===== config.mk =====
export PLATFORM = sky130hd
export DESIGN_NAME = xcvr_state_seq
export DESIGN_NICKNAME = d
export VERILOG_FILES = /design/src/rtl/xcvr_state_pkg.sv /design/src/rtl/xcvr_cmd_decode.sv /design/src/rtl/xcvr_len_scale.sv /design/src/rtl/xcvr_dwell_timer.sv /design/src/rtl/xcvr_state_seq.sv
export SDC_FILE = /design/constraint.sdc
export NUM_CORES = 1
export LEC_CHECK = 0
export BUFFER_PORTS_ARGS = -buffer_cell sky130_fd_sc_hd__buf_4
export CORE_UTILIZATION = 49
export DETAILED_ROUTE_END_ITERATION = 12
export GPL_TIMING_DRIVEN = 0
export HOLD_SLACK_MARGIN = 0.05
export PLACE_DENSITY = 0.77
export SLEW_MARGIN = 5
export SYNTH_ARGS = -nofsm -noshare
export SYNTH_HDL_FRONTEND = slang
export SYNTH_HIERARCHICAL = 1
export SYNTH_SLANG_ARGS = --single-unit

===== constraint.sdc =====
create_clock -name clk -period 4.3 [get_ports clk]
set_input_delay 0.645 -clock clk [delete_from_list [all_inputs] [get_ports clk]]
set_output_delay 0.645 -clock clk [all_outputs]
set_load 0.01 [all_outputs]

===== src/rtl/xcvr_state_pkg.sv =====
package xcvr_state_pkg;
   localparam int unsigned CODE_W = 5;

   localparam logic [CODE_W-1:0] ST_POWER_UP    = 5'h00;
   localparam logic [CODE_W-1:0] ST_RX_ACTIVE   = 5'h01;
   localparam logic [CODE_W-1:0] ST_TX_ACTIVE   = 5'h02;
   localparam logic [CODE_W-1:0] CM_FORCE_OFF   = 5'h03;
   localparam logic [CODE_W-1:0] CM_FORCE_TXRDY = 5'h04;
   localparam logic [CODE_W-1:0] ST_RX_LISTEN   = 5'h06;
   localparam logic [CODE_W-1:0] ST_OFF         = 5'h08;
   localparam logic [CODE_W-1:0] ST_TX_READY    = 5'h09;
   localparam logic [CODE_W-1:0] ST_DOZE        = 5'h0F;
   localparam logic [CODE_W-1:0] ST_MOVING      = 5'h1F;

   typedef enum logic [1:0] {
      PH_STEADY,
      PH_SETTLE,
      PH_ACTIVE
   } phase_t;

   typedef struct packed {
      logic                ok;
      logic                forced;
      logic                start_tx;
      logic [CODE_W-1:0]   target;
   } cmd_info_t;
endpackage


===== src/rtl/xcvr_cmd_decode.sv =====
module xcvr_cmd_decode
   import xcvr_state_pkg::*;
(
   input  logic [CODE_W-1:0] code,
   output cmd_info_t         info
);
   always_comb begin
      info = '{ok: 1'b0, forced: 1'b0, start_tx: 1'b0, target: ST_POWER_UP};
      unique case (code)
         ST_OFF, ST_RX_LISTEN, ST_TX_READY, ST_DOZE: begin
            info.ok     = 1'b1;
            info.target = code;
         end
         CM_FORCE_OFF: begin
            info.ok     = 1'b1;
            info.forced = 1'b1;
            info.target = ST_OFF;
         end
         CM_FORCE_TXRDY: begin
            info.ok     = 1'b1;
            info.forced = 1'b1;
            info.target = ST_TX_READY;
         end
         ST_TX_ACTIVE: begin
            info.ok       = 1'b1;
            info.start_tx = 1'b1;
            info.target   = ST_TX_ACTIVE;
         end
         default: info.ok = 1'b0;
      endcase
   end
endmodule


===== src/rtl/xcvr_len_scale.sv =====
module xcvr_len_scale #(
   parameter int unsigned LEN_W        = 8,
   parameter int unsigned CYC_PER_BYTE = 2,
   parameter int unsigned OUT_W        = 10
) (
   input  logic [LEN_W-1:0] len,
   output logic [OUT_W-1:0] cycles
);
   localparam int unsigned SHIFT = $clog2(CYC_PER_BYTE);
   localparam bit          POW2  = ((1 << SHIFT) == CYC_PER_BYTE);

   logic [LEN_W-1:0] len_min1;
   assign len_min1 = (len == '0) ? LEN_W'(1) : len;

   generate
      if (POW2) begin : g_shift
         assign cycles = OUT_W'(len_min1) << SHIFT;
      end else begin : g_mult
         assign cycles = OUT_W'(len_min1) * OUT_W'(CYC_PER_BYTE);
      end
   endgenerate
endmodule


===== src/rtl/xcvr_dwell_timer.sv =====
module xcvr_dwell_timer #(
   parameter int unsigned CNT_W = 10
) (
   input  logic             clk,
   input  logic             rst_n,
   input  logic             load,
   input  logic [CNT_W-1:0] load_cycles,
   output logic             expired
);
   logic [CNT_W-1:0] cnt;

   always_ff @(posedge clk) begin
      if (!rst_n) begin
         cnt <= '0;
      end else if (load) begin
         cnt <= load_cycles - CNT_W'(1);
      end else if (cnt != '0) begin
         cnt <= cnt - CNT_W'(1);
      end
   end

   assign expired = (cnt == '0);
endmodule


===== src/rtl/xcvr_state_seq.sv =====
module xcvr_state_seq
   import xcvr_state_pkg::*;
#(
   parameter int unsigned ADDR_W       = 6,
   parameter int unsigned DATA_W       = 8,
   parameter int unsigned LEN_W        = 8,
   parameter int unsigned SETTLE_CYC   = 4,
   parameter int unsigned CYC_PER_BYTE = 2,
   parameter int unsigned CMD_ADDR     = 2,
   parameter int unsigned STAT_ADDR    = 1
) (
   input  logic              clk,
   input  logic              rst_n,
   input  logic              wr_en,
   input  logic [ADDR_W-1:0] wr_addr,
   input  logic [DATA_W-1:0] wr_data,
   input  logic [ADDR_W-1:0] rd_addr,
   output logic [DATA_W-1:0] rd_data,
   input  logic [LEN_W-1:0]  tx_len,
   input  logic              rx_frame,
   input  logic [LEN_W-1:0]  rx_len,
   output logic              end_evt
);
   localparam int unsigned SCALE_W  = LEN_W + $clog2(CYC_PER_BYTE + 1);
   localparam int unsigned SETTLE_W = $clog2(SETTLE_CYC + 1);
   localparam int unsigned CNT_W    = (SCALE_W > SETTLE_W) ? SCALE_W : SETTLE_W;

   generate
      if (DATA_W < CODE_W) begin : g_bad_data_w
         $error("xcvr_state_seq: DATA_W must hold a state code");
      end
      if (SETTLE_CYC < 1) begin : g_bad_settle
         $error("xcvr_state_seq: SETTLE_CYC must be at least 1");
      end
      if (CYC_PER_BYTE < 1) begin : g_bad_cpb
         $error("xcvr_state_seq: CYC_PER_BYTE must be at least 1");
      end
      if (CMD_ADDR == STAT_ADDR || CMD_ADDR >= (1 << ADDR_W) || STAT_ADDR >= (1 << ADDR_W)) begin : g_bad_addr
         $error("xcvr_state_seq: register addresses must be distinct and in range");
      end
   endgenerate

   phase_t            phase;
   logic [CODE_W-1:0] cur;
   logic [CODE_W-1:0] tgt;
   logic [CODE_W-1:0] stat_code;

   cmd_info_t         info;
   logic              cmd_hit;
   logic              go_settle, go_tx, go_rx, abort;
   logic              timer_load, expired;
   logic [LEN_W-1:0]  len_sel;
   logic [SCALE_W-1:0] act_cycles;
   logic [CNT_W-1:0]  load_cycles;

   xcvr_cmd_decode u_dec (
      .code (wr_data[CODE_W-1:0]),
      .info (info)
   );

   assign cmd_hit = wr_en && (wr_addr == ADDR_W'(CMD_ADDR));

   always_comb begin
      go_settle = 1'b0;
      go_tx     = 1'b0;
      go_rx     = 1'b0;
      abort     = 1'b0;
      unique case (phase)
         PH_STEADY: begin
            go_tx     = cmd_hit && info.start_tx && (cur == ST_TX_READY);
            go_settle = cmd_hit && info.ok && !info.start_tx && (info.target != cur)
                        && ((info.target != ST_DOZE) || (cur == ST_OFF));
            go_rx     = rx_frame && (cur == ST_RX_LISTEN) && !go_tx && !go_settle;
         end
         PH_ACTIVE: abort = cmd_hit && info.forced;
         default: ;
      endcase
   end

   assign len_sel = go_tx ? tx_len : rx_len;

   xcvr_len_scale #(
      .LEN_W        (LEN_W),
      .CYC_PER_BYTE (CYC_PER_BYTE),
      .OUT_W        (SCALE_W)
   ) u_scale (
      .len    (len_sel),
      .cycles (act_cycles)
   );

   assign timer_load  = go_settle || go_tx || go_rx || abort;
   assign load_cycles = (go_tx || go_rx) ? CNT_W'(act_cycles) : CNT_W'(SETTLE_CYC);

   xcvr_dwell_timer #(
      .CNT_W (CNT_W)
   ) u_timer (
      .clk         (clk),
      .rst_n       (rst_n),
      .load        (timer_load),
      .load_cycles (load_cycles),
      .expired     (expired)
   );

   always_ff @(posedge clk) begin
      if (!rst_n) begin
         phase   <= PH_STEADY;
         cur     <= ST_POWER_UP;
         tgt     <= ST_POWER_UP;
         end_evt <= 1'b0;
      end else begin
         end_evt <= 1'b0;
         unique case (phase)
            PH_STEADY: begin
               if (go_settle) begin
                  phase <= PH_SETTLE;
                  tgt   <= info.target;
               end else if (go_tx) begin
                  phase <= PH_ACTIVE;
                  cur   <= ST_TX_ACTIVE;
               end else if (go_rx) begin
                  phase <= PH_ACTIVE;
                  cur   <= ST_RX_ACTIVE;
               end
            end
            PH_SETTLE: begin
               if (expired) begin
                  phase <= PH_STEADY;
                  cur   <= tgt;
               end
            end
            PH_ACTIVE: begin
               if (abort) begin
                  phase <= PH_SETTLE;
                  tgt   <= info.target;
               end else if (expired) begin
                  phase   <= PH_STEADY;
                  cur     <= (cur == ST_TX_ACTIVE) ? ST_TX_READY : ST_RX_LISTEN;
                  end_evt <= 1'b1;
               end
            end
            default: phase <= PH_STEADY;
         endcase
      end
   end

   assign stat_code = (phase == PH_SETTLE) ? ST_MOVING : cur;
   assign rd_data   = (rd_addr == ADDR_W'(STAT_ADDR)) ? DATA_W'(stat_code) : '0;
endmodule


==> flow_results.xml, run 1 <==
<?xml version="1.0" encoding="UTF-8"?>
<metrics>
  <group name="status">
    <metric name="status" unit="">finished clean</metric>
  </group>
  <group name="final_layout">
    <metric name="antenna-diode-count" unit="">0</metric>
    <metric name="area_growth" unit="%">20.69</metric>
    <metric name="multi_input_gate_area" unit="µm²">1446</metric>
    <metric name="final_nets" unit="">360</metric>
    <metric name="n_fill_cell" unit="">389</metric>
    <metric name="instances_no_fill" unit="">364</metric>
    <metric name="share_of_final_layout_standard_cells_stronger_than_drive_strength_1" unit="%">24.20</metric>
    <metric name="design_area" unit="µm²">2489</metric>
    <metric name="register_area" unit="µm²">460.4</metric>
  </group>
  <group name="logic_synthesis">
    <metric name="synthesis.area_per_instance" unit="µm²">7.694</metric>
    <metric name="synth-simple-area-share" unit="%">36.59</metric>
    <metric name="synth-compound-area-share" unit="%">14.62</metric>
    <metric name="postSynth.asyncResetShare" unit="%">0</metric>
    <metric name="number_of_flip_flops_and_latches_in_the_synthesized_netlist" unit="">23</metric>
    <metric name="synthDistinctLibCells" unit="">60</metric>
    <metric name="muxShareOfSynthArea" unit="%">8.252</metric>
    <metric name="synth_area_in_adders" unit="%">3.034</metric>
    <metric name="synth.yosys.seq_area_share" unit="%">22.33</metric>
    <metric name="synth_ff_type" unit="">sky130_fd_sc_hd__dfxtp_1</metric>
    <metric name="post-synth-top-area-fraction" unit="%">22.33</metric>
    <metric name="synth_area_leaders" unit="">sky130_fd_sc_hd__dfxtp_1 (22%), sky130_fd_sc_hd__mux2i_1 (8.3%), sky130_fd_sc_hd__nand2_1 (6.9%)</metric>
    <metric name="synth_top_family_by_area" unit="">simple AND/OR/NAND/NOR gates</metric>
    <metric name="cell_type_with_the_highest_aggregate_area_in_the_netlist" unit="">sky130_fd_sc_hd__dfxtp_1</metric>
    <metric name="synthCells" unit="">268</metric>
    <metric name="yosysWarnings" unit="">6</metric>
    <metric name="synth_xor_area_share" unit="%">5.947</metric>
    <metric name="post_synth_instance_area" unit="µm²">2062</metric>
    <metric name="synth-edff-count" unit="">0</metric>
  </group>
  <group name="global_routing">
    <metric name="grt_pass1_vias" unit="">1699</metric>
    <metric name="grt_start_max_net_pins" unit="">13</metric>
    <metric name="grt_antenna_before_repair" unit="">0</metric>
    <metric name="grt_resource_usage_total" unit="%">22.18</metric>
    <metric name="grt_overflow_total" unit="">0</metric>
    <metric name="grt_first_pass_wirelength" unit="µm">7652</metric>
  </group>
  <group name="min_path">
    <metric name="hp-start" unit="">tgt[4]$_SDFFE_PN0P_</metric>
    <metric name="min_to" unit="">cur[4]$_SDFFE_PN0P_</metric>
    <metric name="holdCritPathClass" unit="">flip-flop to flip-flop</metric>
    <metric name="min_path_cells" unit="">2</metric>
  </group>
  <group name="floorplanning">
    <metric name="height_of_the_chip" unit="µm">66.87</metric>
    <metric name="dieArea" unit="µm²">4472</metric>
    <metric name="dieWidth" unit="µm">66.87</metric>
    <metric name="cell_row_count" unit="">23</metric>
    <metric name="placeableCoreArea" unit="µm²">4029</metric>
    <metric name="initial_util" unit="%">51.18</metric>
    <metric name="io_pins" unit="">49</metric>
  </group>
  <group name="routing">
    <metric name="total_wirelength_of_the_detailed_routed_design" unit="µm">4626</metric>
    <metric name="post-route-drc-count" unit="">0</metric>
    <metric name="routed_via_density" unit="">5.423</metric>
    <metric name="drt_first_pass_iters" unit="">4</metric>
    <metric name="drtIter0Drc" unit="">120</metric>
    <metric name="via_count" unit="">1974</metric>
    <metric name="routed_wire_length_per_instance" unit="µm">12.71</metric>
    <metric name="postRouteAntennaNets" unit="">0</metric>
  </group>
  <group name="sta">
    <metric name="setup_viol" unit="">0</metric>
    <metric name="final.period_utilization" unit="%">92.58</metric>
    <metric name="hold_viol" unit="">0</metric>
    <metric name="timing_max_transition_violations_final" unit="">0</metric>
    <metric name="final_critical_path_setup_slack" unit="ns">0.3191</metric>
    <metric name="whs" unit="ns">0.4940</metric>
    <metric name="grt_setup_unrepaired" unit="">no</metric>
    <metric name="worst_slew_margin_rel" unit="%">51.49</metric>
    <metric name="finalSetupTns" unit="ns">0</metric>
    <metric name="final.min_clock_period" unit="ns">3.981</metric>
    <metric name="clock.fmax" unit="MHz">251.2</metric>
    <metric name="max_slew.worst_pin.slew" unit="ns">0.7211</metric>
    <metric name="fin_worst_skew" unit="ns">0.002293</metric>
  </group>
  <group name="clock_tree">
    <metric name="cts_setup_buffers" unit="">0</metric>
    <metric name="cts_buffers" unit="">3</metric>
    <metric name="cell_at_the_root_of_the_clock_tree" unit="">sky130_fd_sc_hd__clkbuf_8</metric>
    <metric name="clock_sink_count" unit="">23</metric>
    <metric name="cts_htree_levels" unit="">1</metric>
    <metric name="clkSlewWorstSetupHoldPaths" unit="ns">0.08</metric>
    <metric name="clockBufferDepth" unit="">2</metric>
    <metric name="insertion_delay" unit="ns">0.27</metric>
    <metric name="cts_tree" unit="">built</metric>
  </group>
  <group name="setup_path">
    <metric name="worstPathRequired" unit="ns">4.48</metric>
    <metric name="start_kind" unit="">input port</metric>
    <metric name="timing.critical_path.from" unit="">wr_data[0]</metric>
    <metric name="rr_startpoint" unit="">cur[4]$_SDFFE_PN0P_</metric>
    <metric name="reg2reg_setup_slack" unit="ns">0.48</metric>
    <metric name="capture_point_of_the_worst_reg_to_reg_path" unit="">u_timer/cnt[4]$_SDFFE_PN0P_</metric>
    <metric name="endpoint_kind" unit="">flip-flop</metric>
    <metric name="ff2ff_path_depth" unit="">15</metric>
    <metric name="worstPathMaxFanout" unit="">18</metric>
    <metric name="timing.setup.critical_path_class" unit="">input port to flip-flop</metric>
    <metric name="worst_ep_arrival_time" unit="ns">4.16</metric>
  </group>
  <group name="placement">
    <metric name="dpl_worst_slack" unit="ns">-0.2890</metric>
    <metric name="io_buffer_count" unit="">40</metric>
    <metric name="post-place-cells" unit="">361</metric>
    <metric name="dpl_cell_area" unit="µm²">2436</metric>
    <metric name="gpl.final_weighted_congestion" unit="">0.8919</metric>
    <metric name="post-dp-hpwl" unit="µm">3555</metric>
  </group>
  <group name="power_and_ir_drop">
    <metric name="power.density" unit="nW/µm²">316.9</metric>
    <metric name="worst_ir_drop_vdd" unit="µV">185.0</metric>
    <metric name="leakage" unit="nW">1.021</metric>
  </group>
  <group name="run">
    <metric name="max_cap_violations" unit="">0</metric>
  </group>
</metrics>
## state kept, by name, indices dropped and copies added, names as in the netlist
signal and flops:
phase 2, end_evt 1, u_timer/cnt 10, tgt 5
cur 5
## worst max-delay path: stages
cell	delay (ns)
sky130_fd_sc_hd__buf_4	0.14
sky130_fd_sc_hd__or2_2	0.31
sky130_fd_sc_hd__nor3_1	0.24
sky130_fd_sc_hd__nand2_1	0.10
sky130_fd_sc_hd__or4_4	0.44
sky130_fd_sc_hd__or2_1	0.24
sky130_fd_sc_hd__buf_6	0.16
sky130_fd_sc_hd__clkinv_8	0.06
sky130_fd_sc_hd__a41o_2	0.11
sky130_fd_sc_hd__buf_6	0.12
sky130_fd_sc_hd__nand3b_1	0.10
sky130_fd_sc_hd__buf_4	0.27
sky130_fd_sc_hd__mux2i_1	0.27
sky130_fd_sc_hd__ha_2	0.28
sky130_fd_sc_hd__nor3b_1	0.24
sky130_fd_sc_hd__xor2_1	0.17
sky130_fd_sc_hd__nor2_1	0.05
sky130_fd_sc_hd__a211oi_1	0.20
## synth_stat cells, drive strengths merged (2+ instances only)
cell	instances
a211oi	7
a21boi	2
a21oi	8
a22oi	3
and2	12
and3	2
buf	12
clkbuf	10
conb	3
dfxtp	23
ha	5
inv	6
mux2i	17
nand2	38
nand2b	3
nand3	11
nand3b	2
nor2	31
nor2b	3
nor3	11
nor3b	3
nor4	7
nor4b	3
o211ai	2
o21a	2
o21ai	4
o31ai	3
or2	3
or4b	3
xnor2	9
xor2	5
## per-layer routing
| metal | share of wire (%) | GRT usage [%] | wire [µm] |
|---|---|---|---|
| met2 | 45 | 34.72 | 2072 |
| met3 | 3.6 | 4.281 | 168 |
| met1 | 51 | 31.05 | 2349 |
| met5 | 0 | 0 | 0 |
| met4 | 0.78 | 4.787 | 36 |
## area by class of cell
| cell class | instances | area share, % |
|---|---|---|
| clock buffer | 4 | 1.810 |
| buffer | 21 | 5.430 |
| tap | 50 | 2.514 |
| multi-input combinational | 219 | 58.12 |
| timing repair buffer | 40 | 12.07 |
| sequential | 23 | 18.50 |
| inverter | 7 | 1.559 |
## through the flow
stage	power, mW	util [%]
final	0.7886	61.77
after global placement	0.6391	60.47
after global routing	0.8559	61.77
after floorplan	0.5658	-
after detailed placement	0.6498	60.47
after CTS	0.7897	61.71
## worst max-delay path by stage
stage,endpoint,cells after the start,slack (ns)
3_3_place_gp,u_timer/cnt[4]$_SDFFE_PN0P_,19,-0.22
4_1_cts,u_timer/cnt[4]$_SDFFE_PN0P_,17,0.11
3_5_place_dp,u_timer/cnt[4]$_SDFFE_PN0P_,19,-0.29
2_1_floorplan,u_timer/cnt[4]$_SDFFE_PN0P_,19,0.25
5_1_grt,u_timer/cnt[4]$_SDFFE_PN0P_,18,0.07
6_report,u_timer/cnt[4]$_SDFFE_PN0P_,18,0.32
## cell usage in the layout, fill, tap and decap left out, types with 3 or more instances in the layout
cell type and instances:
sky130_fd_sc_hd__buf_4 47, sky130_fd_sc_hd__a211oi_1 3, sky130_fd_sc_hd__dfxtp_1 23, sky130_fd_sc_hd__a211oi_2 4, sky130_fd_sc_hd__clkbuf_1 11, sky130_fd_sc_hd__a21oi_1 7, sky130_fd_sc_hd__xor2_1 5, sky130_fd_sc_hd__nor4_1 5
sky130_fd_sc_hd__ha_1 4, sky130_fd_sc_hd__nand2_1 38, sky130_fd_sc_hd__o31ai_1 3, sky130_fd_sc_hd__xnor2_1 9, sky130_fd_sc_hd__mux2i_1 17, sky130_fd_sc_hd__nor2b_1 3, sky130_fd_sc_hd__nor3_1 10, sky130_fd_sc_hd__nand3_1 10
sky130_fd_sc_hd__nor2_1 31, sky130_fd_sc_hd__conb_1 6, sky130_fd_sc_hd__buf_6 4, sky130_fd_sc_hd__o21ai_0 3, sky130_fd_sc_hd__and2_1 12, sky130_fd_sc_hd__clkbuf_8 3, sky130_fd_sc_hd__nand2b_1 3, sky130_fd_sc_hd__inv_1 6
## what timing repair did
action                     in CTS  in global routing
pin swaps                       0                  1
setup endpoints to repair       1                  1
gates resized for setup         1                  2
hold buffers                    0                  0
## power by group
part	internal, mW	switching, mW	leakage [nW]	total (mW)
Combinational	0.175	0.182	0.811	0.357
Clock	0.0662	0.0686	0.0228	0.135
Sequential	0.253	0.0433	0.187	0.297
## cells by family after synthesis
family | Yosys count
flip-flops | 23
multiplexers | 17
XOR/XNOR | 14
AO/OA/AOI/OAI | 40
adder cells (fa/ha/maj) | 5
buffers and inverters | 29
AND/OR/NAND/NOR | 137
other | 3
Power figures use the tool's default switching activity.
==> run 2, diff against run 1 <==
--- a/config.mk
+++ b/config.mk
@@ -6,11 +6,11 @@
 export NUM_CORES = 1
 export LEC_CHECK = 0
 export BUFFER_PORTS_ARGS = -buffer_cell sky130_fd_sc_hd__buf_4
-export CORE_UTILIZATION = 49
+export CORE_UTILIZATION = 40
 export DETAILED_ROUTE_END_ITERATION = 12
 export GPL_TIMING_DRIVEN = 0
 export HOLD_SLACK_MARGIN = 0.05
-export PLACE_DENSITY = 0.77
+export SKIP_CTS_REPAIR_TIMING = 1
 export SLEW_MARGIN = 5
 export SYNTH_ARGS = -nofsm -noshare
 export SYNTH_HDL_FRONTEND = slang
==> flow_results.xml, run 2 (synthesis gave the netlist of run 1 again) <==
<?xml version="1.0" encoding="UTF-8"?>
<metrics>
  <group name="floorplanning">
    <metric name="height_of_the_chip" unit="µm">73.80</metric>
    <metric name="dieWidth" unit="µm">73.80</metric>
    <metric name="placeableCoreArea" unit="µm²">4848</metric>
    <metric name="dieArea" unit="µm²">5446</metric>
    <metric name="io_pins" unit="">49</metric>
    <metric name="cell_row_count" unit="">25</metric>
    <metric name="initial_util" unit="%">42.53</metric>
  </group>
  <group name="sta">
    <metric name="timing_max_transition_violations_final" unit="">0</metric>
    <metric name="worst_slew_margin_rel" unit="%">57.97</metric>
    <metric name="final.min_clock_period" unit="ns">4.014</metric>
    <metric name="clock.fmax" unit="MHz">249.1</metric>
    <metric name="grt_setup_unrepaired" unit="">no</metric>
    <metric name="hold_viol" unit="">0</metric>
    <metric name="fin_worst_skew" unit="ns">0.007411</metric>
    <metric name="setup_viol" unit="">0</metric>
    <metric name="final.period_utilization" unit="%">93.35</metric>
    <metric name="max_slew.worst_pin.slew" unit="ns">0.6247</metric>
  </group>
  <group name="setup_path">
    <metric name="start_kind" unit="">input port</metric>
    <metric name="worstPathMaxFanout" unit="">18</metric>
    <metric name="timing.setup.critical_path_class" unit="">input port to flip-flop</metric>
    <metric name="cp.buffers_inverters" unit="">5</metric>
    <metric name="worstPathRequired" unit="ns">4.49</metric>
    <metric name="timing.critical_path.slowest_cell_delay" unit="ns">0.57</metric>
    <metric name="cp_cell_sequence" unit="">buf_4 &gt; or4b_1 &gt; or4_4 &gt; or2_1 &gt; buf_6 &gt; clkinv_8 &gt; a41o_2 &gt; buf_6 &gt; nand3b_1 &gt; buf_4 &gt; mux2i_1 &gt; ha_1 &gt; nor3b_1 &gt; xor2_1 &gt; nor2_1 &gt; a211oi_1</metric>
    <metric name="worst_ep_arrival_time" unit="ns">4.20</metric>
    <metric name="timing.critical_path.max_delay_family" unit="">simple AND/OR/NAND/NOR gates</metric>
    <metric name="timing.critical_path.from" unit="">wr_addr[2]</metric>
    <metric name="cp_slowest_cell" unit="">sky130_fd_sc_hd__or4_4</metric>
    <metric name="rr_startpoint" unit="">cur[4]$_SDFFE_PN0P_</metric>
    <metric name="endpoint_kind" unit="">flip-flop</metric>
  </group>
  <group name="placement">
    <metric name="gpl.final_weighted_congestion" unit="">0.8248</metric>
    <metric name="io_buffer_count" unit="">40</metric>
    <metric name="post-place-cells" unit="">378</metric>
    <metric name="post-dp-hpwl" unit="µm">3854</metric>
    <metric name="dpl_cell_area" unit="µm²">2457</metric>
  </group>
  <group name="final_layout">
    <metric name="area_growth" unit="%">21.66</metric>
    <metric name="largest_register_ffs" unit="">10</metric>
    <metric name="top_registers" unit="">u_timer/cnt (10), cur (5), tgt (5)</metric>
    <metric name="layout.cells.most_common_list" unit="">sky130_fd_sc_hd__buf_4 (47), sky130_fd_sc_hd__nand2_1 (38), sky130_fd_sc_hd__nor2_1 (31), sky130_fd_sc_hd__dfxtp_1 (23), sky130_fd_sc_hd__mux2i_1 (17)</metric>
    <metric name="final_nets" unit="">360</metric>
    <metric name="instances_no_fill" unit="">381</metric>
    <metric name="mostFrequentLayoutCell" unit="">sky130_fd_sc_hd__buf_4</metric>
    <metric name="share_of_final_layout_standard_cells_stronger_than_drive_strength_1" unit="%">24.20</metric>
    <metric name="n_fill_cell" unit="">494</metric>
    <metric name="design_area" unit="µm²">2509</metric>
    <metric name="final_core_utilization" unit="%">51.74</metric>
    <metric name="registers.top_by_ff_count" unit="">u_timer/cnt</metric>
    <metric name="antenna-diode-count" unit="">0</metric>
  </group>
  <group name="routing">
    <metric name="drtIter0Drc" unit="">88</metric>
    <metric name="routed_wire_length_per_instance" unit="µm">12.62</metric>
    <metric name="via_count" unit="">1931</metric>
    <metric name="postRouteAntennaNets" unit="">0</metric>
    <metric name="drt_first_pass_iters" unit="">4</metric>
    <metric name="total_wirelength_of_the_detailed_routed_design" unit="µm">4807</metric>
    <metric name="routed_via_density" unit="">5.068</metric>
    <metric name="post-route-drc-count" unit="">0</metric>
  </group>
  <group name="min_path">
    <metric name="holdCritPathClass" unit="">flip-flop to flip-flop</metric>
    <metric name="hp-start" unit="">tgt[4]$_SDFFE_PN0P_</metric>
  </group>
  <group name="clock_tree">
    <metric name="cts_tree" unit="">built</metric>
    <metric name="clock_sink_count" unit="">23</metric>
    <metric name="cts_buffers" unit="">3</metric>
    <metric name="cell_at_the_root_of_the_clock_tree" unit="">sky130_fd_sc_hd__clkbuf_8</metric>
    <metric name="clkSlewWorstSetupHoldPaths" unit="ns">0.09</metric>
    <metric name="clockBufferDepth" unit="">2</metric>
    <metric name="cts_htree_levels" unit="">1</metric>
    <metric name="insertion_delay" unit="ns">0.27</metric>
  </group>
  <group name="global_routing">
    <metric name="grt_antenna_before_repair" unit="">0</metric>
    <metric name="grt_first_pass_wirelength" unit="µm">8169</metric>
    <metric name="grt_start_max_net_pins" unit="">14</metric>
    <metric name="grt_resource_usage_total" unit="%">19.11</metric>
    <metric name="grt_overflow_total" unit="">0</metric>
    <metric name="grt_pass1_vias" unit="">1734</metric>
  </group>
  <group name="power_and_ir_drop">
    <metric name="design_power_total" unit="mW">0.7988</metric>
    <metric name="power.density" unit="nW/µm²">318.4</metric>
    <metric name="leakage" unit="nW">1.025</metric>
    <metric name="worst_ir_drop_vdd" unit="µV">267.8</metric>
  </group>
  <group name="status">
    <metric name="status" unit="">finished clean</metric>
  </group>
  <group name="run">
    <metric name="max_cap_violations" unit="">0</metric>
  </group>
</metrics>
==> run 2: per-layer routing <==
metal	wire [µm]	global-route usage, %	vias up
met2	1950	28.24	44
met3	176	2.058	2
li1	-	-	1017
met1	2665	29.72	868
met5	0	0	-
met4	15	3.205	0
==> run 2: layout make-up <==
cell class | instances | area [µm²] | share of cell area, %
Tap cell | 67 | 83.83 | 3.342
Sequential cell | 23 | 460.4 | 18.35
Buffer | 21 | 135.1 | 5.387
Inverter | 7 | 38.79 | 1.546
Timing Repair Buffer | 40 | 300.3 | 11.97
Clock buffer | 3 | 41.29 | 1.646
Multi-Input combinational cell | 219 | 1444 | 57.56
Clock inverter | 1 | 5.005 | 0.1995
==> run 2: worst min-delay path, stage by stage (launching register included) <==
cell and delay (ns):
sky130_fd_sc_hd__dfxtp_1 0.33, sky130_fd_sc_hd__nand4_1 0.07, sky130_fd_sc_hd__o21ai_0 0.07
==> run 2: stage by stage <==
stage                     setup slack (ns)  hold WS (ns)  setup TNS (ns)
after floorplan                     0.2523        0.4491               0
after global placement             -0.2243        0.4757         -0.2762
after detailed placement           -0.2645        0.4852         -0.3197
after CTS                        -0.005375        0.5002       -0.005375
after global routing              0.005040        0.5292               0
final                               0.2862        0.5085               0
==> run 2: path summary, 6_finish.rpt <==
kind                                 end  slack [ns]  cells past startpoint
max          u_timer/cnt[4]$_SDFFE_PN0P_        0.29                     16
max reg2reg  u_timer/cnt[4]$_SDFFE_PN0P_        0.40                     15
min                  cur[4]$_SDFFE_PN0P_        0.51                      2
min reg2reg          cur[4]$_SDFFE_PN0P_        0.51                      2
==> run 2: power by group <==
group	leakage [nW]	internal, mW	total [mW]	switching (mW)
combinational	0.812	0.173	0.361	0.188
clock	0.0255	0.0648	0.141	0.0767
sequential	0.187	0.253	0.296	0.0430
